<file path="config.mk">
export PLATFORM = sky130hd
export DESIGN_NAME = icu_top
export DESIGN_NICKNAME = d
export VERILOG_FILES = /design/src/rtl/icu_pkg.sv /design/src/rtl/icu_pend.sv /design/src/rtl/icu_regs.sv /design/src/rtl/icu_arb.sv /design/src/rtl/icu_vgen.sv /design/src/rtl/icu_top.sv
export SDC_FILE = /design/constraint.sdc
export NUM_CORES = 1
export LEC_CHECK = 0
export BUFFER_PORTS_ARGS = -buffer_cell sky130_fd_sc_hd__buf_4
export CAP_MARGIN = 25
export CORE_MARGIN = 8
export CORE_UTILIZATION = 34
export CTS_CLUSTER_SIZE = 25
export DETAILED_ROUTE_END_ITERATION = 6
export HOLD_SLACK_MARGIN = 0.05
export REMOVE_ABC_BUFFERS = 1
export SLEW_MARGIN = 40
export SYNTH_ARGS = -nofsm -noshare
export SYNTH_HDL_FRONTEND = slang
export SYNTH_SLANG_ARGS = --single-unit
</file>
<file path="constraint.sdc">
create_clock -name clk -period 9.5 [get_ports clk]
set_clock_uncertainty 0.1 [all_clocks]
set_input_delay 2.375 -clock clk [delete_from_list [all_inputs] [get_ports clk]]
set_output_delay 2.375 -clock clk [all_outputs]
set_load 0.05 [all_outputs]
</file>
<file path="src/rtl/icu_pkg.sv">
package icu_pkg;
    // register map (word addresses)
    localparam int REG_BASE    = 0;
    localparam int REG_FNUM0   = 1;  // fast pair p number at 1 + 2p
    localparam int REG_FADDR0  = 2;  // fast pair p address at 2 + 2p
    localparam int PRIO_OFS    = 8;  // level of source n at PRIO_OFS + n
    localparam int NUM_FAST    = 2;
    localparam int LVL_W       = 2;
    localparam int FAST_LVL    = 2;
endpackage

</file>
<file path="src/rtl/icu_pend.sv">
module icu_pend #(
    parameter int NUM_SRC = 8,
    localparam int VW = $clog2(NUM_SRC)
) (
    input  logic               clk,
    input  logic               rst_n,
    input  logic [NUM_SRC-1:0] irq_n,
    input  logic               ack_valid,
    input  logic [VW-1:0]      ack_num,
    output logic [NUM_SRC-1:0] pend_o
);
    typedef struct packed {
        logic [NUM_SRC-1:0] prev;
        logic [NUM_SRC-1:0] pend;
    } st_t;

    st_t s_d, s_q;
    logic [NUM_SRC-1:0] fall, clr;

    always_comb begin
        fall   = s_q.prev & ~irq_n;
        clr    = ack_valid ? (NUM_SRC'(1) << ack_num) : '0;
        s_d    = s_q;
        s_d.prev = irq_n;
        s_d.pend = (s_q.pend & ~clr) | fall;
    end

    always_ff @(posedge clk or negedge rst_n) begin
        if (!rst_n) begin
            s_q.prev <= '1;
            s_q.pend <= '0;
        end else begin
            s_q <= s_d;
        end
    end

    assign pend_o = s_q.pend;


    ack_clears_chk: assert property (@(posedge clk) disable iff (!rst_n)
        (ack_valid && int'(ack_num) < NUM_SRC && !fall[ack_num]) |=> !pend_o[$past(ack_num)]);

    for (genvar i = 0; i < NUM_SRC; i++) begin : g_chk

        fall_sets_chk: assert property (@(posedge clk) disable iff (!rst_n)
            (s_q.prev[i] && !irq_n[i]) |=> pend_o[i]);

        pend_hold_chk: assert property (@(posedge clk) disable iff (!rst_n)
            (pend_o[i] && !(ack_valid && int'(ack_num) == i)) |=> pend_o[i]);
    end
endmodule

</file>
<file path="src/rtl/icu_regs.sv">
module icu_regs #(
    parameter int NUM_SRC = 8,
    parameter int ADDR_W  = 21,
    localparam int VW   = $clog2(NUM_SRC),
    localparam int RAW  = $clog2(icu_pkg::PRIO_OFS + NUM_SRC),
    localparam int LW   = icu_pkg::LVL_W,
    localparam int NF   = icu_pkg::NUM_FAST,
    localparam int EN_BIT = ADDR_W - 1
) (
    input  logic                       clk,
    input  logic                       rst_n,
    input  logic                       wr_en,
    input  logic [RAW-1:0]             wr_addr,
    input  logic [ADDR_W-1:0]          wr_data,
    output logic [ADDR_W-1:0]          base_o,
    output logic [NUM_SRC-1:0][LW-1:0] lvl_o,
    output logic [NF-1:0]              fen_o,
    output logic [NF-1:0][VW-1:0]      fnum_o,
    output logic [NF-1:0][ADDR_W-1:0]  faddr_o
);
    typedef struct packed {
        logic [ADDR_W-1:0]          base;
        logic [NUM_SRC-1:0][LW-1:0] lvl;
        logic [NF-1:0]              fen;
        logic [NF-1:0][VW-1:0]      fnum;
        logic [NF-1:0][ADDR_W-1:0]  faddr;
    } rf_t;

    rf_t r_d, r_q;

    always_comb begin
        r_d = r_q;
        if (wr_en) begin
            if (int'(wr_addr) == icu_pkg::REG_BASE) r_d.base = wr_data;
            for (int p = 0; p < NF; p++) begin
                if (int'(wr_addr) == icu_pkg::REG_FNUM0 + 2 * p) begin
                    r_d.fnum[p] = wr_data[VW-1:0];
                    r_d.fen[p]  = wr_data[EN_BIT];
                end
                if (int'(wr_addr) == icu_pkg::REG_FADDR0 + 2 * p)
                    r_d.faddr[p] = wr_data;
            end
            for (int n = 0; n < NUM_SRC; n++)
                if (int'(wr_addr) == icu_pkg::PRIO_OFS + n) r_d.lvl[n] = wr_data[LW-1:0];
        end
    end

    always_ff @(posedge clk or negedge rst_n) begin
        if (!rst_n) r_q <= '0;
        else        r_q <= r_d;
    end

    assign base_o  = r_q.base;
    assign lvl_o   = r_q.lvl;
    assign fen_o   = r_q.fen;
    assign fnum_o  = r_q.fnum;
    assign faddr_o = r_q.faddr;

    for (genvar n = 0; n < NUM_SRC; n++) begin : g_wchk

        lvl_write_chk: assert property (@(posedge clk) disable iff (!rst_n)
            (wr_en && int'(wr_addr) == icu_pkg::PRIO_OFS + n) |=> lvl_o[n] == $past(wr_data[LW-1:0]));
    end
endmodule

</file>
<file path="src/rtl/icu_arb.sv">
module icu_arb #(
    parameter int NUM_SRC = 8,
    localparam int VW = $clog2(NUM_SRC),
    localparam int LW = icu_pkg::LVL_W
) (
    input  logic [NUM_SRC-1:0]         pend,
    input  logic [NUM_SRC-1:0][LW-1:0] lvl,
    output logic                       win_valid,
    output logic [VW-1:0]              win_num,
    output logic [LW-1:0]              win_lvl,
    output logic                       any_enabled
);
    always_comb begin
        win_valid   = 1'b0;
        win_num     = '0;
        win_lvl     = '0;
        any_enabled = 1'b0;
        // scan downward so ties settle on the lowest number
        for (int i = NUM_SRC - 1; i >= 0; i--) begin
            if (pend[i] && lvl[i] != '0) begin
                any_enabled = 1'b1;
                if (lvl[i] >= win_lvl) begin
                    win_valid = 1'b1;
                    win_num   = VW'(i);
                    win_lvl   = lvl[i];
                end
            end
        end
    end
endmodule

</file>
<file path="src/rtl/icu_vgen.sv">
module icu_vgen #(
    parameter int NUM_SRC = 8,
    parameter int ADDR_W  = 21,
    localparam int VW = $clog2(NUM_SRC),
    localparam int LW = icu_pkg::LVL_W,
    localparam int NF = icu_pkg::NUM_FAST
) (
    input  logic                      win_valid,
    input  logic [VW-1:0]             win_num,
    input  logic [LW-1:0]             win_lvl,
    input  logic [ADDR_W-1:0]         base,
    input  logic [NF-1:0]             fen,
    input  logic [NF-1:0][VW-1:0]     fnum,
    input  logic [NF-1:0][ADDR_W-1:0] faddr,
    output logic [ADDR_W-1:0]         addr_o
);
    logic [NF-1:0] hit;
    logic [ADDR_W-1:0] table_addr;

    for (genvar p = 0; p < NF; p++) begin : g_hit
        assign hit[p] = fen[p] && (fnum[p] == win_num)
                        && (int'(win_lvl) == icu_pkg::FAST_LVL);
    end

    assign table_addr = base + (ADDR_W'(win_num) << 1);

    always_comb begin
        addr_o = table_addr;
        // highest index first so pair 0 is applied last and wins
        for (int p = NF - 1; p >= 0; p--)
            if (hit[p]) addr_o = faddr[p];
        if (!win_valid) addr_o = '0;
    end
endmodule

</file>
<file path="src/rtl/icu_top.sv">
module icu_top #(
    parameter int          NUM_SRC   = 8,
    parameter int          ADDR_W    = 21,
    parameter logic [20:0] RESET_VEC = 21'h1F0000,
    localparam int VW  = $clog2(NUM_SRC),
    localparam int RAW = $clog2(icu_pkg::PRIO_OFS + NUM_SRC),
    localparam int LW  = icu_pkg::LVL_W,
    localparam int NF  = icu_pkg::NUM_FAST
) (
    input  logic               clk,
    input  logic               rst_n,
    input  logic [NUM_SRC-1:0] irq_n,
    input  logic               ack_valid_i,
    input  logic [VW-1:0]      ack_num_i,
    input  logic               wr_en_i,
    input  logic [RAW-1:0]     wr_addr_i,
    input  logic [ADDR_W-1:0]  wr_data_i,
    output logic               irq_valid_o,
    output logic [VW-1:0]      irq_num_o,
    output logic [ADDR_W-1:0]  vec_addr_o,
    output logic               wake_o,
    output logic               core_rst_req_o
);
    typedef struct packed {
        logic              valid;
        logic [VW-1:0]     num;
        logic [ADDR_W-1:0] addr;
        logic              wake;
    } out_t;

    out_t o_d, o_q;

    logic [NUM_SRC-1:0]         pend;
    logic [ADDR_W-1:0]          base;
    logic [NUM_SRC-1:0][LW-1:0] lvl;
    logic [NF-1:0]              fen;
    logic [NF-1:0][VW-1:0]      fnum;
    logic [NF-1:0][ADDR_W-1:0]  faddr;
    logic                       win_valid, any_en;
    logic [VW-1:0]              win_num;
    logic [LW-1:0]              win_lvl;
    logic [ADDR_W-1:0]          vaddr;

    icu_pend #(.NUM_SRC(NUM_SRC)) u_pend (
        .clk(clk), .rst_n(rst_n), .irq_n(irq_n),
        .ack_valid(ack_valid_i), .ack_num(ack_num_i), .pend_o(pend)
    );

    icu_regs #(.NUM_SRC(NUM_SRC), .ADDR_W(ADDR_W)) u_regs (
        .clk(clk), .rst_n(rst_n), .wr_en(wr_en_i), .wr_addr(wr_addr_i),
        .wr_data(wr_data_i), .base_o(base), .lvl_o(lvl), .fen_o(fen),
        .fnum_o(fnum), .faddr_o(faddr)
    );

    icu_arb #(.NUM_SRC(NUM_SRC)) u_arb (
        .pend(pend), .lvl(lvl), .win_valid(win_valid), .win_num(win_num),
        .win_lvl(win_lvl), .any_enabled(any_en)
    );

    icu_vgen #(.NUM_SRC(NUM_SRC), .ADDR_W(ADDR_W)) u_vgen (
        .win_valid(win_valid), .win_num(win_num), .win_lvl(win_lvl),
        .base(base), .fen(fen), .fnum(fnum), .faddr(faddr), .addr_o(vaddr)
    );

    always_comb begin
        o_d.valid = win_valid;
        o_d.num   = win_valid ? win_num : '0;
        o_d.addr  = vaddr;
        o_d.wake  = any_en;
    end

    always_ff @(posedge clk or negedge rst_n) begin
        if (!rst_n) o_q <= '0;
        else        o_q <= o_d;
    end

    assign irq_valid_o    = o_q.valid;
    assign irq_num_o      = o_q.num;
    assign wake_o         = o_q.wake;
    assign vec_addr_o     = rst_n ? o_q.addr : ADDR_W'(RESET_VEC);
    assign core_rst_req_o = !rst_n;


    valid_wake_chk: assert property (@(posedge clk) disable iff (!rst_n)
        irq_valid_o |-> wake_o);

    idle_addr_chk: assert property (@(posedge clk) disable iff (!rst_n)
        !irq_valid_o |-> (vec_addr_o == '0 && irq_num_o == '0));

    pend_to_out_chk: assert property (@(posedge clk) disable iff (!rst_n)
        (|pend == 1'b0) |=> !irq_valid_o);
endmodule

</file>
==> metrics.yaml <==
synth_top_area_cell: "dfrtp_1"
grt_pass1_vias: 5078
worst_pin_slew_ns: 0.699
start_util: 0.347
path_depth: 44
die_y_um: 157
num_vias: 4906
switching_share: 0.405
slowest_delay_ns: 0.77
yosys-top-cells-area: "dfrtp_1 (45%), mux2_2 (13%), ha_1 (4.4%)"
cellLeakagePower_uw: 0.00372
drv_cap: 0
synthDistinctLibCells: 66
drt_iter0_markers: 181
cp_top_family: "simple AND/OR/NAND/NOR gates"
grt_max_degree: 82
ioPinCount: 67
r2r_cells: 44
finalMaxSlewViolations: 0
grt_overflow: 0
synth-seq-cells: 129
finalSetupTns_ns: 0
final_nets: 775
required_ns: 9.71
yosysWarnings: 0
hold_slack_ns: 0.402
clock-sinks: 129
ir_worst_vdd_mv: 0.172
grt.total_usage: 0.143
hold_viol_final: 0
switching_power_uw: 1110
drcViolationCount: 0
antenna_found_initial: 0
synthArstFlopShare: 1.00
syn_inst: 625
crit_buf_inv: 3
hold_buffers: 0
clock_path_buffers: 2
port_buffers: 66
yosysSeqAreaShare: 0.478
cts.htree.levels: 4
wl_per_cell_um: 17.0
synth_edf_count: 0
dpl_cell_area_mm2: 0.00763
hold_path_depth: 2
start_kind: "register"
status: "finished clean"
cp_max_fo: 11
routed_wl_mm: 16.8
syn_area_per_cell_um2: 10.8
vias_per_cell: 4.97
power_frac_comb: 0.478
cellPowerDensity_mw_per_mm2: 329
root_buffer: "clkbuf_16"
drive_gt1_frac: 0.326
grt_first_pass_wirelength_mm: 27.5
cts_tree: "done"
synth_common_cells: "dfrtp_1 (121), mux2_2 (77), inv_1 (52)"
final_util: 0.426
ys.flop_type: "dfrtp_1"
synth.top_cell.area_share: 0.447
hold_class: "register to register"
ant_nets: 0
rows: 51
dr.pass1.iters: 4
crit_top_cell: "ha_1"
path_clk_slew_ns: 0.06
fmax_ghz: 0.112
clk_latency_ns: 0.42
dp_hpwl_mm: 11.9
setup_viol: 0
critPathArrivalTime_ns: 9.11
antenna_cells: 0
place_congestion: 0.843
p_seq_frac: 0.286
p_clk_frac: 0.236
final_area_mm2: 0.00832
end_kind: "register"
yosysMostFrequentCell: "dfrtp_1"
syn_to_final_growth_pct: 22.9
critPathKind: "register to register"
fin_crit_ns: 8.90
core-area_mm2: 0.0195
synth_area_mm2: 0.00677
relSlewSlack: 0.534
die_w_um: 157
slowest_stage: "or4b_1"
die-area_mm2: 0.0247
fin_crit_sh: 0.937
cts_buffers: 17
internal_power_uw: 1630
final cells by class:
| type | instances | area (µm²) |
|---|---|---|
| clock inverter | 11 | 128 |
| sequential | 129 | 3240 |
| clock buffer | 21 | 450 |
| inverter | 52 | 195 |
| fill | 1911 | 11200 |
| tap | 265 | 332 |
| multi-input combinational | 420 | 3300 |
| timing repair buffer | 90 | 679 |
sequential cells by signal, summed over array words and instances (netlist names):
| signal | flops |
|---|---|
| irq_num_o | 3 |
| irq_valid_o | 1 |
| o_q | 21 |
| u_pend.pend_o | 8 |
| u_pend.s_q | 8 |
| u_regs.base_o | 21 |
| u_regs.faddr_o | 42 |
| u_regs.fen_o | 2 |
| u_regs.fnum_o | 6 |
| u_regs.lvl_o | 16 |
| wake_o | 1 |
kinds of logic (layout without fill, tap and decap cells):
kind of cell               count (synthesis)  in the layout  synth area share
and+or+nand+nor                          156            156             0.125
AOI/OAI and AO/OA                        139            139             0.144
DFF                                      129            129             0.478
muxes                                     79             79             0.131
buffers and inverters                     76            174            0.0456
adders and majority gates                 25             25            0.0473
xor gates and xnor gates                  21             21            0.0294
layout by cell type, fill, tap and decap left out, types with 3 or more instances in the layout:
cell type / Yosys / routed
o21ai_0: 38 / 36
mux2_2: 77 / 77
nand4_1: 5 / 5
o21ai_1: 5 / 6
or3_1: 4 / 4
buf_4: 3 / 89
nor3_1: 19 / 19
o41ai_1: 4 / 4
clkinvlp_4: 0 / 3
a31oi_1: 6 / 6
inv_6: 0 / 3
a21o_1: 5 / 5
clkbuf_1: 15 / 3
o21bai_1: 5 / 3
dfrtp_1: 121 / 121
clkbuf_16: 0 / 17
nand3_1: 17 / 17
nor2b_1: 7 / 4
xnor2_1: 13 / 13
xor2_1: 6 / 6
nand2_1: 33 / 31
a21oi_1: 19 / 17
nand3b_1: 4 / 4
and3_1: 5 / 4
inv_1: 52 / 52
o21a_1: 12 / 12
and2_1: 22 / 21
o21bai_2: 1 / 3
dfstp_2: 8 / 8
nand2b_1: 13 / 13
ha_1: 24 / 23
o32ai_1: 17 / 17
nor2_1: 18 / 15
stage by stage:
step	worst slack, ns	instances	total power (µW)
global placement	0.442	951	2000
finish	0.597	988	2740
global route	-0.0431	988	2920
floorplan	0.936	601	1620
detailed placement	0.206	951	2010
CTS	0.125	983	2670
worst paths after layout:
kind / slack (ns) / end / start
worst max-delay path: 0.60 / o_q[12] / u_pend.pend_o[7]
worst min-delay path: 0.40 / u_pend.pend_o[0] / u_pend.s_q[8]
worst max register to register: 0.60 / o_q[12] / u_pend.pend_o[7]
worst min register to register: 0.40 / u_pend.pend_o[0] / u_pend.s_q[8]
max in group asynchronous: 6.61 / u_pend.s_q[15] / rst_n
min in group asynchronous: 1.86 / u_pend.pend_o[1] / rst_n
power groups by stage:
stage / clock (µW) / sequential, µW / combinational, µW
2_1_floorplan: 0 / 790 / 830
3_3_place_gp: 0 / 789 / 1220
3_5_place_dp: 0 / 789 / 1220
4_1_cts: 659 / 781 / 1230
5_1_grt: 686 / 802 / 1430
6_report: 647 / 783 / 1310
routing by layer:
| metal | global-route usage | vias up | share of wire |
|---|---|---|---|
| li1 | - | 2387 | - |
| met1 | 0.186 | 2426 | 0.48 |
| met2 | 0.228 | 76 | 0.47 |
| met3 | 0.0384 | 17 | 0.042 |
| met4 | 0.0431 | 0 | 0.014 |
| met5 | 0 | - | 0 |
timing repair:
item                                    in CTS  in global routing
endpoints found under the setup margin       0                 21
gates resized for setup                      0                 21
setup buffers                                0                  5
endpoints found under the hold margin        0                  0
tightest hold or removal path, delay by kind of cell, from the launching register on:
| family | cells | cell delay [ns] |
|---|---|---|
| DFF | 1 | 0.36 |
| AOI/OAI and AO/OA | 1 | 0.07 |
| buffers and inverters | 1 | 0.04 |
Power figures use the tool's default switching activity.
